[config.mk]
export PLATFORM = sky130hd
export DESIGN_NAME = eth_da_filter
export DESIGN_NICKNAME = d
export VERILOG_FILES = /design/src/rtl/eth_daf_pkg.sv /design/src/rtl/daf_byte_seq.sv /design/src/rtl/daf_addr_cmp.sv /design/src/rtl/daf_crc_hash.sv /design/src/rtl/eth_da_filter.sv
export SDC_FILE = /design/constraint.sdc
export NUM_CORES = 1
export LEC_CHECK = 0
export BUFFER_PORTS_ARGS = -buffer_cell sky130_fd_sc_hd__buf_2
export CAP_MARGIN = 40
export CORE_MARGIN = 10
export CORE_UTILIZATION = 40
export CTS_BUF_LIST = sky130_fd_sc_hd__clkbuf_2 sky130_fd_sc_hd__clkbuf_4 sky130_fd_sc_hd__clkbuf_8
export CTS_CLUSTER_SIZE = 40
export DETAILED_ROUTE_END_ITERATION = 10
export PLACE_DENSITY = 0.69
export SETUP_SLACK_MARGIN = 0.1
export SLEW_MARGIN = 40
export SYNTH_ARGS = -nofsm -noshare
export SYNTH_HDL_FRONTEND = slang
export SYNTH_SLANG_ARGS = --single-unit
[constraint.sdc]
create_clock -name clk -period 8.3 [get_ports clk]
set_clock_uncertainty 0.1 [all_clocks]
set_input_delay 2.49 -clock clk [delete_from_list [all_inputs] [get_ports clk]]
set_output_delay 2.49 -clock clk [all_outputs]
set_load 0.005 [all_outputs]
[src/rtl/eth_daf_pkg.sv]
package eth_daf_pkg;

    localparam int DEF_ADDR_BYTES = 6;
    localparam int DEF_FILT_BITS  = 64;
    localparam int CRC_W          = 32;
    localparam logic [CRC_W-1:0] CRC_SEED      = 32'hFFFF_FFFF;
    localparam logic [CRC_W-1:0] CRC_POLY_REFL = 32'hEDB8_8320;

    typedef enum logic [2:0] {
        MK_NONE    = 3'd0,
        MK_UCAST   = 3'd1,
        MK_MCAST   = 3'd2,
        MK_BCAST   = 3'd3,
        MK_PROMISC = 3'd4
    } match_kind_e;

    // Per-byte sequencing event
    typedef struct packed {
        logic take;
        logic first;
        logic last;
    } byte_evt_t;

    // Registered verdict
    typedef struct packed {
        logic        vld;
        logic        acc;
        match_kind_e kind;
    } verdict_t;

    // One byte through the reflected CRC-32, LSB first
    function automatic logic [CRC_W-1:0] crc_step(input logic [CRC_W-1:0] c,
                                                  input logic [7:0] d);
        logic [CRC_W-1:0] r;
        r = c;
        for (int b = 0; b < 8; b++) begin
            if (r[0] ^ d[b]) r = (r >> 1) ^ CRC_POLY_REFL;
            else             r = r >> 1;
        end
        return r;
    endfunction

endpackage

[src/rtl/daf_byte_seq.sv]
module daf_byte_seq
    import eth_daf_pkg::*;
#(
    parameter int ADDR_BYTES = DEF_ADDR_BYTES,
    localparam int IDX_W = $clog2(ADDR_BYTES + 1)
) (
    input  logic             clk,
    input  logic             rst,
    input  logic             frm_start,
    input  logic             byte_vld,
    output byte_evt_t        evt,
    output logic [IDX_W-1:0] pos
);

    logic [IDX_W-1:0] idx_q;
    logic             busy_q;

    always_comb begin
        pos       = frm_start ? '0 : idx_q;
        evt.take  = byte_vld && (frm_start || (busy_q && (idx_q < IDX_W'(ADDR_BYTES))));
        evt.first = evt.take && (pos == '0);
        evt.last  = evt.take && (pos == IDX_W'(ADDR_BYTES - 1));
    end

    always_ff @(posedge clk) begin
        if (rst) begin
            idx_q  <= '0;
            busy_q <= 1'b0;
        end else begin
            if (evt.take) idx_q <= pos + 1'b1;
            else if (frm_start) idx_q <= '0;
            if (evt.last)       busy_q <= 1'b0;
            else if (frm_start) busy_q <= 1'b1;
        end
    end

endmodule

[src/rtl/daf_addr_cmp.sv]
module daf_addr_cmp
    import eth_daf_pkg::*;
#(
    parameter int ADDR_BYTES = DEF_ADDR_BYTES,
    localparam int IDX_W = $clog2(ADDR_BYTES + 1)
) (
    input  logic                    clk,
    input  logic                    rst,
    input  byte_evt_t               evt,
    input  logic [IDX_W-1:0]        pos,
    input  logic [7:0]              byte_in,
    input  logic [8*ADDR_BYTES-1:0] station_addr,
    output logic                    eq_now,
    output logic                    ones_now,
    output logic                    grp_now
);

    logic       eq_q, ones_q, grp_q;
    logic [7:0] st_byte;

    always_comb begin
        st_byte = '0;
        for (int k = 0; k < ADDR_BYTES; k++)
            if (pos == IDX_W'(k)) st_byte = station_addr[8*k +: 8];
    end

    always_comb begin
        eq_now   = (evt.first || eq_q)   && (byte_in == st_byte);
        ones_now = (evt.first || ones_q) && (byte_in == 8'hFF);
        grp_now  = evt.first ? byte_in[0] : grp_q;
    end

    always_ff @(posedge clk) begin
        if (rst) begin
            eq_q   <= 1'b0;
            ones_q <= 1'b0;
            grp_q  <= 1'b0;
        end else if (evt.take) begin
            eq_q   <= eq_now;
            ones_q <= ones_now;
            grp_q  <= grp_now;
        end
    end

endmodule

[src/rtl/daf_crc_hash.sv]
module daf_crc_hash
    import eth_daf_pkg::*;
#(
    parameter int FILT_BITS = DEF_FILT_BITS,
    localparam int HASH_W = $clog2(FILT_BITS)
) (
    input  logic              clk,
    input  logic              rst,
    input  byte_evt_t         evt,
    input  logic [7:0]        byte_in,
    output logic [HASH_W-1:0] hash_idx
);

    logic [CRC_W-1:0] crc_q, crc_nx;

    always_comb begin
        crc_nx   = crc_step(evt.first ? CRC_SEED : crc_q, byte_in);
        hash_idx = crc_nx[CRC_W-1 -: HASH_W];
    end

    always_ff @(posedge clk) begin
        if (rst)           crc_q <= CRC_SEED;
        else if (evt.take) crc_q <= crc_nx;
    end

endmodule

[src/rtl/eth_da_filter.sv]
module eth_da_filter
    import eth_daf_pkg::*;
#(
    parameter int ADDR_BYTES = DEF_ADDR_BYTES,
    parameter int FILT_BITS  = DEF_FILT_BITS,
    localparam int ADDR_W = 8 * ADDR_BYTES,
    localparam int IDX_W  = $clog2(ADDR_BYTES + 1),
    localparam int HASH_W = $clog2(FILT_BITS)
) (
    input  logic                 clk,
    input  logic                 rst,
    input  logic                 frm_start,
    input  logic                 byte_vld,
    input  logic [7:0]           byte_in,
    input  logic [ADDR_W-1:0]    station_addr,
    input  logic [FILT_BITS-1:0] hash_filter,
    input  logic                 promisc_en,
    input  logic                 bcast_block,
    output logic                 decision_vld,
    output logic                 accept,
    output logic [2:0]           match_kind
);

    byte_evt_t         evt;
    logic [IDX_W-1:0]  pos;
    logic              eq_now, ones_now, grp_now;
    logic [HASH_W-1:0] hash_idx;
    match_kind_e       kind_nx;
    verdict_t          verdict_q;

    daf_byte_seq #(.ADDR_BYTES(ADDR_BYTES)) u_seq (
        .clk(clk), .rst(rst), .frm_start(frm_start), .byte_vld(byte_vld),
        .evt(evt), .pos(pos)
    );

    daf_addr_cmp #(.ADDR_BYTES(ADDR_BYTES)) u_cmp (
        .clk(clk), .rst(rst), .evt(evt), .pos(pos), .byte_in(byte_in),
        .station_addr(station_addr), .eq_now(eq_now), .ones_now(ones_now),
        .grp_now(grp_now)
    );

    daf_crc_hash #(.FILT_BITS(FILT_BITS)) u_hash (
        .clk(clk), .rst(rst), .evt(evt), .byte_in(byte_in), .hash_idx(hash_idx)
    );

    // Rule precedence: broadcast, group hash, station, promiscuous
    always_comb begin
        kind_nx = MK_NONE;
        if (grp_now && ones_now) begin
            if (!bcast_block) kind_nx = MK_BCAST;
        end else if (grp_now) begin
            if (hash_filter[hash_idx]) kind_nx = MK_MCAST;
        end else if (eq_now) begin
            kind_nx = MK_UCAST;
        end
        if (kind_nx == MK_NONE && promisc_en) kind_nx = MK_PROMISC;
    end

    always_ff @(posedge clk) begin
        if (rst) begin
            verdict_q <= '{vld: 1'b0, acc: 1'b0, kind: MK_NONE};
        end else if (evt.last) begin
            verdict_q <= '{vld: 1'b1, acc: (kind_nx != MK_NONE), kind: kind_nx};
        end else if (frm_start) begin
            verdict_q <= '{vld: 1'b0, acc: 1'b0, kind: MK_NONE};
        end
    end

    assign decision_vld = verdict_q.vld;
    assign accept       = verdict_q.acc;
    assign match_kind   = verdict_q.kind;

endmodule

* Yosys cells after proc, flatten, opt, wreduce, memory -nomap -nowiden
Index checks and enable logic that the tools add are counted.
** Word-level totals
- Latch bits :: 0
- Logic and storage cells :: 79
- ROM bits :: 0
- Register bits after elaboration :: 44
- Bits in writable memories :: 0
- Input bits :: 126
- Memories :: 0
- Output and inout port bits :: 5
** Cells by class
- Shifts and indexed selects :: 0
- Eq/ne operators :: 7
- Muxes and demuxes :: 28
- Add/sub/neg operators :: 1
- Reduce and logical (&&, ||, !) cells :: 16
- Magnitude comparators :: 2
- $mul :: 0
- Div/mod/pow operators :: 0
- Bitwise gates (word level) :: 16
** Operators with widths (number)
- 32-bit 2-to-1 mux :: 9
- 13-bit inverter with 14-bit output :: 8
- 8-bit 2-to-1 mux :: 6
- 3-bit 2-to-1 mux :: 5
- 5-bit 2-to-1 mux :: 2
- 8-bit == test :: 1
- 8-bit == test, second input constant :: 1
- 1-bit logical AND :: 8
- 1-bit XOR :: 8
- 6-bit by 7-bit less-than comparator with 1-bit output, second input constant :: 1
- 1-bit binary-select mux with 6-bit select :: 1
- 3-bit by 2-bit == test with 1-bit output, second input constant :: 2
- 3-bit == test, second input constant :: 2
- 3-bit logical NOT :: 2
- 2-bit 2-to-1 mux :: 2
- 3-bit by 1-bit adder with 3-bit output, second input constant :: 1
- 3-bit by 1-bit == test with 1-bit output, second input constant :: 1
- 1-bit logical OR :: 3
- 3-bit less-than comparator, second input constant :: 1
- 1-bit 2-to-1 mux :: 3
- 3-bit nonzero test :: 1
- 2-bit nonzero test :: 1
- 2-bit OR reduction :: 1

* Longest topological paths before layout
Gate-level depths: netlist of run 1.
- Depth after elaboration :: 32
- Mapped depth :: 18
- Mapped depth without buffers :: 15

* Modules after synthesis
Synthesis of run 1 repeated with hierarchy kept, for this count alone.
** Second synthesis, totals
- Cell total of the unflattened synthesis :: 447
- Area total of the unflattened synthesis :: 4131.5 um^2
** Modules (own cells, without submodules)
- daf_crc_hash :: area an instance 2238.4 um^2, seq. area each 640.6 um^2, cells an instance 254, times used 1
- eth_da_filter :: area an instance 838.3 um^2, seq. area each 100.1 um^2, cells an instance 63, times used 1
- daf_addr_cmp :: area an instance 770.7 um^2, seq. area each 60.1 um^2, cells an instance 99, times used 1
- daf_byte_seq :: area an instance 284.0 um^2, seq. area each 80.1 um^2, cells an instance 31, times used 1

* Worst setup path before layout of run 1
Ideal clock, no wire load.
- Path kind :: input port to flip-flop
- Start :: input port frm_start
- End :: register verdict_q (netlist bit accept)
- Data required time :: 8.109 ns
- Buffers on the path :: 1
- Arrival time :: 6.017 ns
- Path slack :: 2.092 ns
- Stages on the path :: 16
- Cell sequence :: nor2b_1 -> inv_1 -> ha_1 -> a21oi_1 -> a21oi_4 -> xor2_2 -> xnor3_2 -> xnor3_2 -> buf_6 -> a221oi_1 -> o221ai_1 -> o211ai_1 -> o211ai_1 -> a31o_1 -> or3_1 -> a311oi_1
** On the way
- Longest elaborated chain between the ends :: 27
- Elaborated cells on any way between the ends :: 60
** Ends and longest elaborated chain
- start, declared :: line eth_da_filter.sv:12 : input logic frm_start,
- 3-bit 2-to-1 mux / 1-bit logical OR (equally long branches)
- 3-bit logical NOT / 1-bit logical AND (equally long branches) :: line daf_byte_seq.sv:21, daf_addr_cmp.sv:24, daf_byte_seq.sv:20
- 1-bit logical AND :: line daf_byte_seq.sv:21 : evt.first = evt.take && (pos == '0);
- 32-bit 2-to-1 mux :: line daf_crc_hash.sv:17 : crc_nx = crc_step(evt.first ? CRC_SEED : crc_q, byte_in);
- 32-bit 2-to-1 mux (2 in a row) :: line eth_daf_pkg.sv:37 : if (r[0] ^ d[b]) r = (r >> 1) ^ CRC_POLY_REFL;
- 1-bit XOR :: line eth_daf_pkg.sv:37
- 32-bit 2-to-1 mux :: line eth_daf_pkg.sv:37
- 13-bit inverter with 14-bit output (no source line)
- [10 not listed]
- 2-bit 2-to-1 mux :: line eth_da_filter.sv:52 : if (hash_filter[hash_idx]) kind_nx = MK_MCAST;
- 3-bit 2-to-1 mux :: line eth_da_filter.sv:51 : end else if (grp_now) begin
- 3-bit 2-to-1 mux :: line eth_da_filter.sv:49 : if (grp_now && ones_now) begin
- 3-bit logical NOT :: line eth_da_filter.sv:56 : if (kind_nx == MK_NONE && promisc_en) kind_nx = MK_PROMISC;
- 1-bit logical AND :: line eth_da_filter.sv:56
- 3-bit 2-to-1 mux :: line eth_da_filter.sv:56
- 3-bit nonzero test :: line eth_da_filter.sv:63 : verdict_q <= '{vld: 1'b1, acc: (kind_nx != MK_NONE), kind: kind_nx};
- 5-bit 2-to-1 mux :: line eth_da_filter.sv:62 : end else if (evt.last) begin
- end signal, assigned :: line eth_da_filter.sv:61 : verdict_q <= '{vld: 1'b0, acc: 1'b0, kind: MK_NONE};
- end signal, assigned :: line eth_da_filter.sv:63
- end signal, assigned :: line eth_da_filter.sv:65 : verdict_q <= '{vld: 1'b0, acc: 1'b0, kind: MK_NONE};
- end, declared :: line eth_da_filter.sv:29 : verdict_t verdict_q;
Several ways; a longest one is shown, not always the timed one. The select of a mux whose other input is x is not followed.
A chain may end at the register's enable or synchronous reset.

* Worst setup path after layout of run 1
- Start :: input port frm_start
- End :: register verdict_q (netlist bit match_kind[1])
** On the way
- Longest elaborated chain between the ends :: 26
- Elaborated cells on any way between the ends :: 59
** Ends and longest elaborated chain (line)
- 3-bit 2-to-1 mux / 1-bit logical OR (equally long branches)
- 3-bit logical NOT / 1-bit logical AND (equally long branches) :: daf_byte_seq.sv:21, daf_addr_cmp.sv:24, daf_byte_seq.sv:20
- 1-bit logical AND :: daf_byte_seq.sv:21
- 32-bit 2-to-1 mux :: daf_crc_hash.sv:17
- 32-bit 2-to-1 mux (2 in a row) :: eth_daf_pkg.sv:37
- 1-bit XOR :: eth_daf_pkg.sv:37
- 32-bit 2-to-1 mux :: eth_daf_pkg.sv:37
- 13-bit inverter with 14-bit output (no source line)
- [9 not listed]
- 1-bit 2-to-1 mux (implied by the code) :: eth_da_filter.sv:52
- 2-bit 2-to-1 mux :: eth_da_filter.sv:52
- 3-bit 2-to-1 mux :: eth_da_filter.sv:51
- 3-bit 2-to-1 mux :: eth_da_filter.sv:49
- 3-bit logical NOT :: eth_da_filter.sv:56
- 1-bit logical AND :: eth_da_filter.sv:56
- 3-bit 2-to-1 mux :: eth_da_filter.sv:56
- 5-bit 2-to-1 mux :: eth_da_filter.sv:62
Several ways; a longest one is shown, not always the timed one. The select of a mux whose other input is x is not followed.

==> results of run 1 <==
sequential cells by signal, indices dropped and copies added, names as in the netlist:
signal,flops
match_kind,3
accept,1
u_seq.idx_q,3
u_seq.busy_q,1
u_cmp.ones_q,1
decision_vld,1
u_hash.crc_q,32
u_cmp.eq_q,1
u_cmp.grp_q,1
cells by family (layout without fill, tap and decap cells):
kind of cell    Yosys count  count (layout)  synth area share
buf+inv                  49             158           0.04917
mux                      21              21           0.06220
compound gates          133             133            0.2393
flops                    44              44            0.2085
fa+ha+maj                 5               5           0.01481
simple gates            166             166            0.1706
xor+xnor                106             106            0.2553
metrics by stage:
stage          worst slack (ns)    util  hold slack (ns)  area [µm²]
6_report                  1.507  0.4925           0.3671        5085
5_1_grt                   1.266  0.4925           0.3855        5085
4_1_cts                   1.560  0.4923           0.3697        5082
3_5_place_dp              1.257  0.4798           0.3499        4954
3_3_place_gp              1.376  0.4784           0.3442        4938
2_1_floorplan             2.092       -           0.3362        4224
worst max path at each step:
stage	from	endpoint	slack (ns)	cells past startpoint
finish	frm_start	match_kind[1]$_SDFFE_PP0P_	1.51	15
global route	frm_start	match_kind[1]$_SDFFE_PP0P_	1.27	15
CTS	frm_start	match_kind[1]$_SDFFE_PP0P_	1.56	14
detailed placement	frm_start	match_kind[1]$_SDFFE_PP0P_	1.26	15
global placement	frm_start	match_kind[1]$_SDFFE_PP0P_	1.38	14
floorplan	frm_start	accept$_SDFFE_PP0P_	2.09	16
cells in the final DEF, fill, tap and decap left out, types with 4 or more instances in the layout:
master,synthesis,final
mux2i_1,15,15
nand3_1,10,10
mux4_2,4,4
a21oi_1,15,15
nor2_1,99,99
a211o_1,36,36
nor3_1,5,5
xnor2_2,4,6
o21ai_0,13,13
xor2_2,4,4
inv_1,15,15
a22oi_1,8,8
nor2b_1,5,5
nand2_1,26,26
o211ai_1,11,11
buf_2,7,129
a31oi_1,9,9
a221oi_1,13,13
dfxtp_1,44,44
nand4_1,5,5
xnor2_1,76,74
ha_1,5,5
or3_1,4,4
clkbuf_8,0,5
buf_4,0,7
xor2_1,16,16
worst max-delay path, delay by kind of cell:
family	cells	cell delay [ns]
adder cells (fa/ha/maj)	1	0.21
XOR/XNOR	2	1.23
multiplexers	1	0.56
AO/OA/AOI/OAI	4	1.03
AND/OR/NAND/NOR	4	0.63
buffers and inverters	3	0.68
area by class of cell:
cell class                 count  share of cell area
timing repair buffer         136              0.1373
clock buffer                   5             0.01353
tap                          136             0.03346
clock inverter                 2             0.01181
sequential                    44              0.1732
inverter                      15             0.01107
multi-input combinational    431              0.6196
power by group through the flow:
stage / registers [mW] / clock network, mW / logic (mW)
3_5_place_dp: 0.265 / 0 / 0.886
3_3_place_gp: 0.264 / 0 / 0.862
2_1_floorplan: 0.256 / 0 / 0.715
6_report: 0.260 / 0.195 / 0.895
4_1_cts: 0.260 / 0.198 / 0.890
5_1_grt: 0.263 / 0.205 / 0.976
per-layer routing:
metal / global-route usage / vias up / share of wire
met4: 0.05007 / 0 / 0.017
met1: 0.2026 / 1998 / 0.42
met3: 0.03627 / 15 / 0.085
li1: - / 2083 / -
met5: 0 / - / 0
met2: 0.2902 / 163 / 0.48
==> summary.md, run 1 <==
| Metric | Value |
|---|---|
| Critical Path Max Stage Delay | `0.73 ns` |
| Prevailing post-synth register cell | `dfxtp_1` |
| CTS sink count | `44` |
| Class of the most critical hold timing path | `reg -> reg` |
| Gate power share | `0.663` |
| Cell count of the worst reg-to-reg path | `13` |
| Synthesis-stage register bit count | `44` |
| Quantity of gates resized following cts | `0` |
| Clock latency reported for the late side of the worst-skew pair | `0.31 ns` |
| Cell type with the highest occurrence count on the critical path | `nand2_1` |
| FILL cells | `1,005` |
| Top post-synthesis cells by count | `nor2_1, xnor2_1, dfxtp_1` |
| Number of antenna violations at the first check in global routing | `0` |
| Half-perimeter wire length after detailed placement | `10,410 µm` |
| Crit path cell chain | `buf_2, inv_1, nand2_1, ha_1, nand2_1, a21oi_2, buf_4, nor2_1, xnor2_2, xnor3_2, mux4_2, a21o_1, a2111oi_0, or3_1, a311oi_1` |
| Sequential share of power | `0.193` |
| Tightest slew margin relative to the limit | `0.4155` |
| Seq. cell area | `880.8 µm²` |
| Launch point of the worst hold path | `u_hash.crc_q[28]$_SDFFE_PP1P_` |
| Filler-free cell count of the finished design | `769` |
| Maximum root-to-sink buffer count | `2` |
| Fraction of layout cells with a size suffix above 1 | `0.2638` |
| Placeable Area | `10,320 µm²` |
| Num CTS Buffers | `5` |
| Net Switching | `0.5871 mW` |
| Slowest-stage cell, CP | `xnor3_2` |
| FFs w/ async S/R, synth | `0` |
| Width of the chip | `122.8 µm` |
| Result of the run | `finished clean` |
| Post-CTS clock slew at the launch and capture registers of the worst setup and hold paths | `0.09 ns` |
| Number of failing setup endpoints in the final timing report | `0` |
| Maximum vdd drop | `0.0001401 V` |
| Total Power Consumption | `1.350 mW` |
| Largest net degree at the start of global routing | `66` |
| Max-slew violation count | `0` |
| Depth of the worst hold-timing path | `1` |
| Cells taking the most area after synthesis | `dfxtp_1, xnor2_1, nor2_1, a211o_1, mux2i_1` |
| Vias per cell | `5.538` |
| Hold worst-path end | `u_hash.crc_q[28]$_SDFFE_PP1P_` |
| Terminus of the critical flop-to-flop path | `match_kind[1]$_SDFFE_PP0P_` |
| Power Dens Cells | `265.5 nW/µm²` |
| Area fraction of the dominant cell type after synthesis | `0.2085` |
| Routed length per placed instance | `17.33 µm` |
| Dominant cell by count in the synthesized netlist | `nor2_1` |
| Clock period minus final worst setup slack | `6.793 ns` |
| Cell-internal power | `0.7627 mW` |
| Number of enable-type register cells in the synthesized netlist | `0` |
| Placed cells | `762` |
| Post-synthesis net count | `655` |
| Crit share post-route | `0.8184` |
| Category of the most critical setup path | `in -> reg` |
| Post-Synthesis Cell Area | `4224 µm²` |
| Count of buffers from port buffering | `130` |
| Effective utilization at floorplan | `0.4092` |
| Antenna cells | `0` |
| Kind of start point of the critical path | `input pin` |
| Setup Total Neg Slack | `0 ns` |
| Cell chosen for the clock root | `clkbuf_8` |
| RSZ-0062 raised after global routing | `false` |
| Number of H-tree branching levels | `2` |
| Syn. warnings | `0` |
| CP Data Arrival Time | `6.87 ns` |
| Power share of the clock group | `0.144` |
| IO Count | `131` |
| Maximum operating frequency | `147.2 MHz` |
| Post-route antenna net violation count | `0` |
| Total Wirelength | `13,320 µm` |
| Clock tree from TritonCTS | `done` |
| Crit Reg-Reg Startpoint | `u_seq.idx_q[1]$_SDFF_PP0_` |
| Worst path required time | `8.38 ns` |
| DRC violation count after routing | `0` |
| Cell type with the largest total area after synthesis | `dfxtp_1` |
| Number of optimization iterations in the first detailed-route pass | `4` |
| Number of hold violations in the final report | `0` |
| Die Height | `122.8 µm` |
| Static Leakage | `2.200 nW` |
| Overall routing resource usage | `0.1675` |
| Vias in the first global route | `4,131` |
| Number of violations reported at the end of detailed-routing iteration 0 | `289` |
| # hold bufs at CTS | `0` |
| DR vias | `4,259` |
| Layout net count | `764` |
| Mean cell area of the mapped netlist | `8.061 µm²` |
| Mapped Cells | `524` |
| Maximum fanout count along the critical path | `38` |
| Transition time at the pin with the least slew margin | `0.8705 ns` |
| Number of distinct standard cells referenced by the synthesized netlist | `59` |
| Area used by multi-input combinational logic | `3151 µm²` |
| Post-CTS setup buffer count | `0` |
| Wire length of the first global-routing pass | `20,760 µm` |
| Worst Setup End Kind | `flop` |
| Grt total ovfl | `0` |
| Slack of the worst reg-to-reg path | `3.51 ns` |
| Final weighted congestion in routability-driven placement | `0.9260` |
| Share of synthesized area occupied by flip-flops and latches | `0.2085` |
| Fraction of power spent switching nets | `0.4350` |
| Maxcap violations | `0` |
| Area of the die | `15,070 µm²` |
| Number of placement rows | `37` |
| Syn-to-layout area delta | `20.38%` |
(Power assumes the default switching activity.)
==> inputs of run 2 (changes only) <==
==> constraint.sdc (replaced) <==
create_clock -name clk -period 6.5 [get_ports clk]
set_clock_uncertainty 0.1 [all_clocks]
set_input_delay 1.95 -clock clk [delete_from_list [all_inputs] [get_ports clk]]
set_output_delay 1.95 -clock clk [all_outputs]
set_load 0.005 [all_outputs]
==> run 2 against run 1 <==
- sequential power up 28%
- combinational power up 30%
- first-iteration DRC count down 2.4%
- sequential share of layout area down 0.14 points
- hold slack better by 0.0062 ns
- routed wire length up 0.64%
- utilization up 0.41 points
- critical path depth up 1
- setup slack worse by 1.0 ns
- critical endpoint unchanged
==> summary.md, run 2 (synthesized netlist as in run 1, its figures left out) <==
| Metric | Value |
|---|---|
| Result of the run | `finished clean` |
| IO Count | `131` |
| Power Dens Cells | `335.0 nW/µm²` |
| Final weighted congestion in routability-driven placement | `0.9289` |
| CP Data Arrival Time | `6.11 ns` |
| DP Area | `5010 µm²` |
| Class of the most critical hold timing path | `reg -> reg` |
| Worst Setup End Kind | `flop` |
| Vias in the first global route | `4,375` |
| Number of failing setup endpoints in the final timing report | `0` |
| Overall routing resource usage | `0.1714` |
| Routed length per placed instance | `17.21 µm` |
| # hold bufs at CTS | `0` |
| Cell chosen for the clock root | `clkbuf_8` |
| Static Leakage | `2.223 nW` |
| Number of violations reported at the end of detailed-routing iteration 0 | `282` |
| Maximum vdd drop | `0.0001713 V` |
| DRC violation count after routing | `0` |
| Cell-internal power | `0.9575 mW` |
| Share of the core filled with cells in the final layout | `0.4967` |
| Number of antenna violations at the first check in global routing | `0` |
| Transition time at the pin with the least slew margin | `0.8343 ns` |
| M2 GR Usage | `0.3096` |
| Die Height | `122.8 µm` |
| Half-perimeter wire length after detailed placement | `10,730 µm` |
| Filler-free cell count of the finished design | `779` |
| Antenna cells | `0` |
| Largest net degree at the start of global routing | `66` |
| Number of H-tree branching levels | `2` |
| Maximum fanout count along the critical path | `11` |
| Num CTS Buffers | `5` |
| Gate power share | `0.676` |
| Quantity of gates resized following cts | `0` |
| Number of hold violations in the final report | `0` |
| Number of optimization iterations in the first detailed-route pass | `5` |
| Total Wirelength | `13,410 µm` |
| Net Switching | `0.7601 mW` |
| Most common cell after layout, fill and taps aside | `buf_2` |
| Setup Total Neg Slack | `0 ns` |
| RSZ-0062 raised after global routing | `false` |
| Clock period minus final worst setup slack | `6.037 ns` |
| Number of placement rows | `37` |
| Tightest slew margin relative to the limit | `0.4294` |
| Effective utilization at floorplan | `0.4092` |
| Final instance area | `5127 µm²` |
| Maximum operating frequency | `165.6 MHz` |
| Category of the most critical setup path | `in -> reg` |
| Kind of start point of the critical path | `input pin` |
| Register with the most flip-flops | `u_hash.crc_q` |
| Layout net count | `773` |
| Maxcap violations | `0` |
| CTS sink count | `44` |
| DR vias | `4,330` |
| Final Hold Slack | `0.3732 ns` |
| Post-route antenna net violation count | `0` |
| Post-CTS setup buffer count | `0` |
| Grt total ovfl | `0` |
| Placeable Area | `10,320 µm²` |
| Commonest non-fill, non-tap cells in the layout | `buf_2, nor2_1, xnor2_1` |
| Post-CTS clock slew at the launch and capture registers of the worst setup and hold paths | `0.10 ns` |
| Placed cells | `771` |
| Power share of the clock group | `0.130` |
| Width of the chip | `122.8 µm` |
| Wire length of the first global-routing pass | `21,130 µm` |
| Met1 GRT Util | `0.1966` |
| Worst path required time | `6.58 ns` |
| Syn-to-layout area delta | `21.39%` |
| Vias per cell | `5.558` |
| Max-slew violation count | `0` |
| Max reg flops | `32` |
| Sequential share of power | `0.194` |
| Count of buffers from port buffering | `130` |
| Area of the die | `15,070 µm²` |
| Fraction of power spent switching nets | `0.4425` |
| Met3 Usage GRT | `0.03994` |
| Fraction of layout cells with a size suffix above 1 | `0.2737` |
| GRT Max-Usage Layer | `met2` |
| Crit share post-route | `0.9288` |
| Clock latency reported for the late side of the worst-skew pair | `0.31 ns` |
| Maximum root-to-sink buffer count | `2` |
| Clock tree from TritonCTS | `done` |
-- run 2: changes by cell type in the layout (fill, tap and decap cells not counted), sizes merged --
cell      previous run  this run
buf                136       145
inv                 15        16
bufinv               2         1
clkinvlp             0         1
-- run 2: metal layers --
layer	wire length, µm	share of wire	up-vias
li1	-	-	2103
met1	5263	0.39	2026
met2	6668	0.50	179
met3	1246	0.093	22
met4	229	0.017	0
met5	0	0	-
-- run 2: final cells by class --
| cell class | count | area, µm² |
|---|---|---|
| tap | 136 | 170.2 |
| clock inverter | 3 | 46.29 |
| multi-input combinational | 431 | 3139 |
| clock buffer | 5 | 68.82 |
| sequential | 44 | 880.8 |
| fill | 980 | 5196 |
| inverter | 15 | 56.30 |
| timing repair buffer | 145 | 765.7 |
-- run 2: through the flow --
step | power (mW) | worst slack [ns]
floorplan | 1.240 | 0.8322
global placement | 1.463 | 0.4091
detailed placement | 1.487 | 0.2672
CTS | 1.712 | 0.5456
global route | 1.840 | 0.1608
finish | 1.718 | 0.4631
-- run 2: power by group through the flow --
stage          Sequential [mW]  Clock [mW]  Combinational, mW
5_1_grt                  0.337       0.236               1.27
3_5_place_dp             0.339           0               1.15
4_1_cts                  0.333       0.224               1.16
6_report                 0.333       0.223               1.16
3_3_place_gp             0.337           0               1.13
2_1_floorplan            0.327           0              0.913
-- run 2: worst max-delay path: stages --
cell and delay, ns:
buf_2 0.13, inv_1 0.26, nand2_1 0.16, ha_1 0.26, a21oi_1 0.24, a21oi_4 0.07
xor2_2 0.20, xnor3_2 0.49, xnor2_1 0.53, nand3_1 0.18, o21a_1 0.18, o2111ai_1 0.19
nand3_1 0.14, a2111oi_0 0.79, or3_1 0.23, a311oi_1 0.09
-- run 2: path summary, 6_finish.rpt --
check,from,endpoint,slack (ns),depth (start not counted)
worst min-delay path,u_hash.crc_q[18]$_SDFFE_PP1P_,u_hash.crc_q[18]$_SDFFE_PP1P_,0.37,1
worst min register to register,u_hash.crc_q[18]$_SDFFE_PP1P_,u_hash.crc_q[18]$_SDFFE_PP1P_,0.37,1
worst max-delay path,frm_start,match_kind[1]$_SDFFE_PP0P_,0.46,16
worst max register to register,u_seq.idx_q[1]$_SDFF_PP0_,match_kind[1]$_SDFFE_PP0P_,2.02,16
